$ cat config.mk
export PLATFORM = sky130hd
export DESIGN_NAME = lin_sync_detect
export DESIGN_NICKNAME = d
export VERILOG_FILES = /design/src/rtl/lsd_pkg.sv /design/src/rtl/lsd_edge.sv /design/src/rtl/lsd_free_timer.sv /design/src/rtl/lsd_timeout.sv /design/src/rtl/lsd_rate_div.sv /design/src/rtl/lin_sync_detect.sv
export SDC_FILE = /design/constraint.sdc
export NUM_CORES = 1
export LEC_CHECK = 0
export BUFFER_PORTS_ARGS = -buffer_cell sky130_fd_sc_hd__buf_2
export CAP_MARGIN = 20
export CORE_ASPECT_RATIO = 0.6
export CORE_UTILIZATION = 54
export DETAILED_ROUTE_END_ITERATION = 10
export PLACE_DENSITY_LB_ADDON = 0.15
export SYNTH_ARGS = -nofsm -noshare
export SYNTH_HDL_FRONTEND = slang
export SYNTH_SLANG_ARGS = --single-unit
$ cat constraint.sdc
create_clock -name clk -period 6 [get_ports clk]
set_input_delay 0.9 -clock clk [delete_from_list [all_inputs] [get_ports clk]]
set_output_delay 0.9 -clock clk [all_outputs]
set_load 0.01 [all_outputs]
$ cat src/rtl/lsd_pkg.sv
package lsd_pkg;

   typedef enum logic [2:0] {
      ST_OFF,
      ST_ARM,
      ST_WAIT_DOM,
      ST_WAIT_REC,
      ST_WAIT_SYNC,
      ST_MEAS,
      ST_DONE,
      ST_FAIL
   } lsd_state_e;

   // 0x55 sent LSB first after a start bit: falling edges every two bits
   localparam int LSD_SPAN_BITS  = 8;
   localparam int LSD_SPAN_SHIFT = 3;
   localparam int LSD_TAIL_FALLS = 4;
   localparam int LSD_FCNT_W     = 3;

endpackage

$ cat src/rtl/lsd_edge.sv
module lsd_edge (
   input  logic clk,
   input  logic rst_n,
   input  logic rx,
   output logic fall,
   output logic rise
);
   logic rx_q;

   always_ff @(posedge clk or negedge rst_n) begin
      if (!rst_n) rx_q <= 1'b1;
      else        rx_q <= rx;
   end

   assign fall = rx_q & ~rx;
   assign rise = ~rx_q & rx;
endmodule

$ cat src/rtl/lsd_free_timer.sv
module lsd_free_timer #(
   parameter int TW = 16
) (
   input  logic          clk,
   input  logic          rst_n,
   output logic [TW-1:0] now
);
   always_ff @(posedge clk or negedge rst_n) begin
      if (!rst_n) now <= '0;
      else        now <= now + 1'b1;
   end
endmodule

$ cat src/rtl/lsd_timeout.sv
module lsd_timeout #(
   parameter int TOW     = 16,
   parameter int TIMEOUT = 2000
) (
   input  logic clk,
   input  logic rst_n,
   input  logic run,
   input  logic kick,
   output logic expired
);
   localparam logic [TOW-1:0] RELOAD = TOW'(TIMEOUT - 1);

   logic [TOW-1:0] cnt;

   always_ff @(posedge clk or negedge rst_n) begin
      if (!rst_n)               cnt <= RELOAD;
      else if (!run || kick)    cnt <= RELOAD;
      else if (cnt != '0)       cnt <= cnt - 1'b1;
   end

   assign expired = run && !kick && (cnt == '0);
endmodule

$ cat src/rtl/lsd_rate_div.sv
module lsd_rate_div #(
   parameter int TW    = 16,
   parameter int SHIFT = 3,
   parameter int ROUND = 0
) (
   input  logic [TW-1:0] span,
   output logic [TW-1:0] period
);
   generate
      if (ROUND != 0) begin : g_round
         localparam logic [TW:0] HALF = (TW+1)'(1) << (SHIFT - 1);
         logic [TW:0] biased;
         assign biased = {1'b0, span} + HALF;
         assign period = TW'(biased >> SHIFT);
      end else begin : g_trunc
         assign period = span >> SHIFT;
      end
   endgenerate
endmodule

$ cat src/rtl/lin_sync_detect.sv
module lin_sync_detect
   import lsd_pkg::*;
#(
   parameter int TW        = 16,
   parameter int TOW       = 16,
   parameter int SLOW_BIT  = 16,
   parameter int TIMEOUT   = 2000,
   parameter int ROUND     = 0
) (
   input  logic          clk,
   input  logic          rst_n,
   input  logic          rx,
   input  logic          restart,
   output logic [TW-1:0] break_len,
   output logic [TW-1:0] bit_period,
   output logic          sync_done,
   output logic          sync_error
);
   localparam int MIN_BREAK = 11 * SLOW_BIT;
   localparam logic [TW-1:0] MIN_BRK_V = TW'(MIN_BREAK);
   localparam logic [LSD_FCNT_W-1:0] LAST_FALL = LSD_FCNT_W'(LSD_TAIL_FALLS - 1);

   generate
      if (TW < 8) begin : g_bad_tw
         $error("lin_sync_detect: TW must be at least 8");
      end
      if (MIN_BREAK >= (2 ** TW)) begin : g_bad_brk
         $error("lin_sync_detect: minimum break does not fit the timer");
      end
      if (TIMEOUT < 2 || TIMEOUT > (2 ** TOW)) begin : g_bad_to
         $error("lin_sync_detect: TIMEOUT out of range for TOW");
      end
      if (ROUND != 0 && ROUND != 1) begin : g_bad_round
         $error("lin_sync_detect: ROUND must be 0 or 1");
      end
   endgenerate

   logic          fall, rise;
   logic [TW-1:0] tnow, t0, elapsed, period_w;
   logic          to_run, to_expired;
   logic [LSD_FCNT_W-1:0] fcnt;
   lsd_state_e    state;

   lsd_edge u_edge (
      .clk   (clk),
      .rst_n (rst_n),
      .rx    (rx),
      .fall  (fall),
      .rise  (rise)
   );

   lsd_free_timer #(.TW(TW)) u_timer (
      .clk   (clk),
      .rst_n (rst_n),
      .now   (tnow)
   );

   assign to_run = (state == ST_WAIT_REC) || (state == ST_WAIT_SYNC) || (state == ST_MEAS);

   lsd_timeout #(.TOW(TOW), .TIMEOUT(TIMEOUT)) u_timeout (
      .clk     (clk),
      .rst_n   (rst_n),
      .run     (to_run),
      .kick    (fall | rise),
      .expired (to_expired)
   );

   assign elapsed = tnow - t0;

   lsd_rate_div #(.TW(TW), .SHIFT(LSD_SPAN_SHIFT), .ROUND(ROUND)) u_div (
      .span   (elapsed),
      .period (period_w)
   );

   always_ff @(posedge clk or negedge rst_n) begin
      if (!rst_n) begin
         state      <= ST_OFF;
         t0         <= '0;
         fcnt       <= '0;
         break_len  <= '0;
         bit_period <= '0;
      end else if (restart) begin
         state <= ST_ARM;
      end else begin
         case (state)
            ST_OFF: state <= ST_OFF;
            ST_ARM: state <= ST_WAIT_DOM;
            ST_WAIT_DOM: begin
               if (fall) begin
                  t0    <= tnow;
                  state <= ST_WAIT_REC;
               end
            end
            ST_WAIT_REC: begin
               if (rise) begin
                  if (elapsed >= MIN_BRK_V) begin
                     break_len <= elapsed;
                     state     <= ST_WAIT_SYNC;
                  end else begin
                     state <= ST_WAIT_DOM;
                  end
               end else if (to_expired) begin
                  state <= ST_FAIL;
               end
            end
            ST_WAIT_SYNC: begin
               if (fall) begin
                  t0    <= tnow;
                  fcnt  <= '0;
                  state <= ST_MEAS;
               end else if (to_expired) begin
                  state <= ST_FAIL;
               end
            end
            ST_MEAS: begin
               if (fall) begin
                  if (fcnt == LAST_FALL) begin
                     bit_period <= period_w;
                     state      <= ST_DONE;
                  end else begin
                     fcnt <= fcnt + 1'b1;
                  end
               end else if (to_expired) begin
                  state <= ST_FAIL;
               end
            end
            ST_DONE: state <= ST_OFF;
            ST_FAIL: state <= ST_ARM;
            default: state <= ST_OFF;
         endcase
      end
   end

   assign sync_done  = (state == ST_DONE);
   assign sync_error = (state == ST_FAIL);
endmodule

==> metrics.yaml <==
status: "finished, final reports clean"
synth_edf_count: 0
max-vdd-ir-drop_v: 0.000149
setup-violations-final: 0
crit_type: "flip-flop to flip-flop"
synthTopCellsByCount: "dfrtp_1 (74), nand2_1 (43), mux2_2 (34)"
crit_fanout: 16
synth_top_area_share_pct: 39.6
ff2ff_path_depth: 11
p_per_area_nw_per_um2: 280
cp_top_family: "compound AO/OA/AOI/OAI gates"
routed_wl_um: 9710
ctsHoldBuffers: 0
ff2ff_setup_slack_ps: 2370
arrival_ps: 3860
num_io_pins: 38
port_buffers: 34
fin_worst_skew_ps: 10.8
dp_hpwl_um: 7040
root_buffer: "clkbuf_16"
power.leakage_nw: 2.53
max_freq_ghz: 0.275
grt_max_degree: 85
first_pass_iters: 4
min_path_type: "input port to asynchronous set/reset pin"
drive_gt1_share_pct: 23.9
start_util_pct: 57.5
rsz0062_at_grt: "no"
critical_path_required_ps: 6230
cts.clk_slew.worst_paths_ps: 60
cts_buffer_depth: 2
yosys-top-cells-area: "dfrtp_1 (40%), mux2_2 (8.2%), dfstp_2 (5.6%)"
final_nets: 510
cts_made_buffers: 9
syn-cell-area_um2: 4680
crit_cells: 11
place_area_um2: 4920
worst_setup_path_end_kind: "flip-flop"
grt_pass1_wl_um: 16100
fp.dieArea_um2: 9050
die_x_um: 122
cts.sinks: 84
drv_slew: 0
yosysWarnings: 0
gr-total-overflow: 0
grt_pass1_vias: 3124
fill_cells: 641
clock_latency_ps: 340
min_period_ps: 3630
cts_tree: "yes"
wl_per_cell_um: 16.3
post_synth_inst_count: 447
max_slew_margin_pct: 45.6
hold_viol_final: 0
postCtsSetupRepairBufs: 0
crit_slowest_cell: "o21ai_4"
synthFlopType: "dfrtp_1"
drc_errors: 0
synth_most_common_cell: "dfrtp_1"
worst_slew_pin_slew_ps: 810
syn_to_final_growth_pct: 11.8
antenna_found_initial: 0
viasPerCell: 5.75
worstReg2RegStart: "u_timer.now[0]$_DFF_PN0_"
critPathLaunch: "u_timer.now[0]$_DFF_PN0_"
htreeDepth: 3
path_cells: "inv_1 -> ha_1 -> fa_1 -> nor2b_1 -> o2111ai_1 -> and2_1 -> o221a_2 -> a211oi_1 -> o2111ai_2 -> o21ai_4 -> mux2_2"
core_area_um2: 8130
synth-seq-area-share_pct: 45.2
syn_area_per_cell_um2: 10.5
gp_congestion: 0.857
cts_resized: 0
cap_violations: 0
postRouteAntennaNets: 0
slowest_delay_ps: 530
final_area_um2: 5230
synthArstFlopShare_pct: 100
cp-start-kind: "flip-flop"
vias: 3430
path_buf_inv: 1
yosys.area.top_type: "dfrtp_1"
synth.distinct_cells: 65
diodes: 0
finalSetupTns_ps: 0
fin_crit_sh_pct: 60.6
ys_ff_latch: 84
die_height_um: 74.1
grt_usage_pct: 23.6
rows: 25
drt_iter0_markers: 206
[cells in the final DEF, fill, tap and decap left out, drive strengths merged, types with 7 or more instances in the layout]
| master | instances |
|---|---|
| or3 | 9 |
| nand2 | 43 |
| clkbuf | 9 |
| a22o | 8 |
| dfrtp | 74 |
| xor2 | 13 |
| o21ai | 19 |
| a21oi | 16 |
| xnor2 | 20 |
| mux2 | 38 |
| a21o | 9 |
| inv | 26 |
| buf | 37 |
| nand3 | 7 |
| ha | 21 |
| dfstp | 10 |
| nor2b | 9 |
| nor2 | 27 |
| nor3 | 8 |
[power breakdown]
part	switching, mW	total (mW)	leakage, nW	internal, mW
registers	0.0297	0.636	1.10	0.606
clock network	0.236	0.518	0.132	0.282
logic	0.181	0.312	1.30	0.131
[per-stage QoR]
stage	instances	power [mW]	setup slack, ps	hold WS [ps]	util [%]
final	597	1.47	2370	456	64.3
after global routing	597	1.54	2140	474	64.3
after CTS	596	1.47	2410	508	63.9
after detailed placement	580	0.951	2450	495	60.5
after global placement	580	0.943	2520	484	60.5
after floorplan	449	0.859	2860	454	-
[final timing paths]
check / to
setup / recovery: break_len[3]$_DFFE_PN0P_
hold / removal: t0[3]$_DFFE_PN0P_
setup reg to reg: break_len[3]$_DFFE_PN0P_
hold reg to reg: t0[0]$_DFFE_PN0P_
max in group asynchronous: u_timeout.cnt[0]$_DFFE_PN1N_
min in group clk: t0[0]$_DFFE_PN0P_
[cell type report]
type	count	area, µm²	share of cell area [%]
timing repair buffer	37	215	4.12
multi-input combinational	327	2390	45.8
inverter	25	93.8	1.80
clock inverter	7	51.3	0.982
clock buffer	9	225	4.31
tap	108	135	2.59
sequential	84	2110	40.5
[cells by family after synthesis]
logic type	share of synthesized area, %
flip-flops	45.2
AND/OR/NAND/NOR	15.6
AO/OA/AOI/OAI	13.2
multiplexers	9.90
adder cells (fa/ha/maj)	6.05
other	0.0802
XOR/XNOR	6.18
buffers and inverters	3.80
[worst reg2reg max path, stage by stage (launching register included)]
cell       delay [ps]
dfrtp_1           400
inv_1             100
ha_1              240
fa_1              440
nor2b_1           140
o2111ai_1         220
and2_1            230
o221a_2           300
a211oi_1          290
o2111ai_2         240
o21ai_4           530
mux2_2            410
[sequential cells by signal, indices dropped and copies added, names as in the netlist]
register	cells
u_timer.now	16
state	3
bit_period	13
u_timeout.cnt	16
fcnt	3
u_edge.rx_q	1
break_len	16
t0	16
[layer usage]
metal	up-vias	track usage [%]	wire (µm)
met3	13	5.98	460
met5	-	0	0
met2	90	32.3	3890
met4	0	7.59	96
li1	1664	-	-
met1	1663	36.1	5260
(Power assumes the default switching activity.)
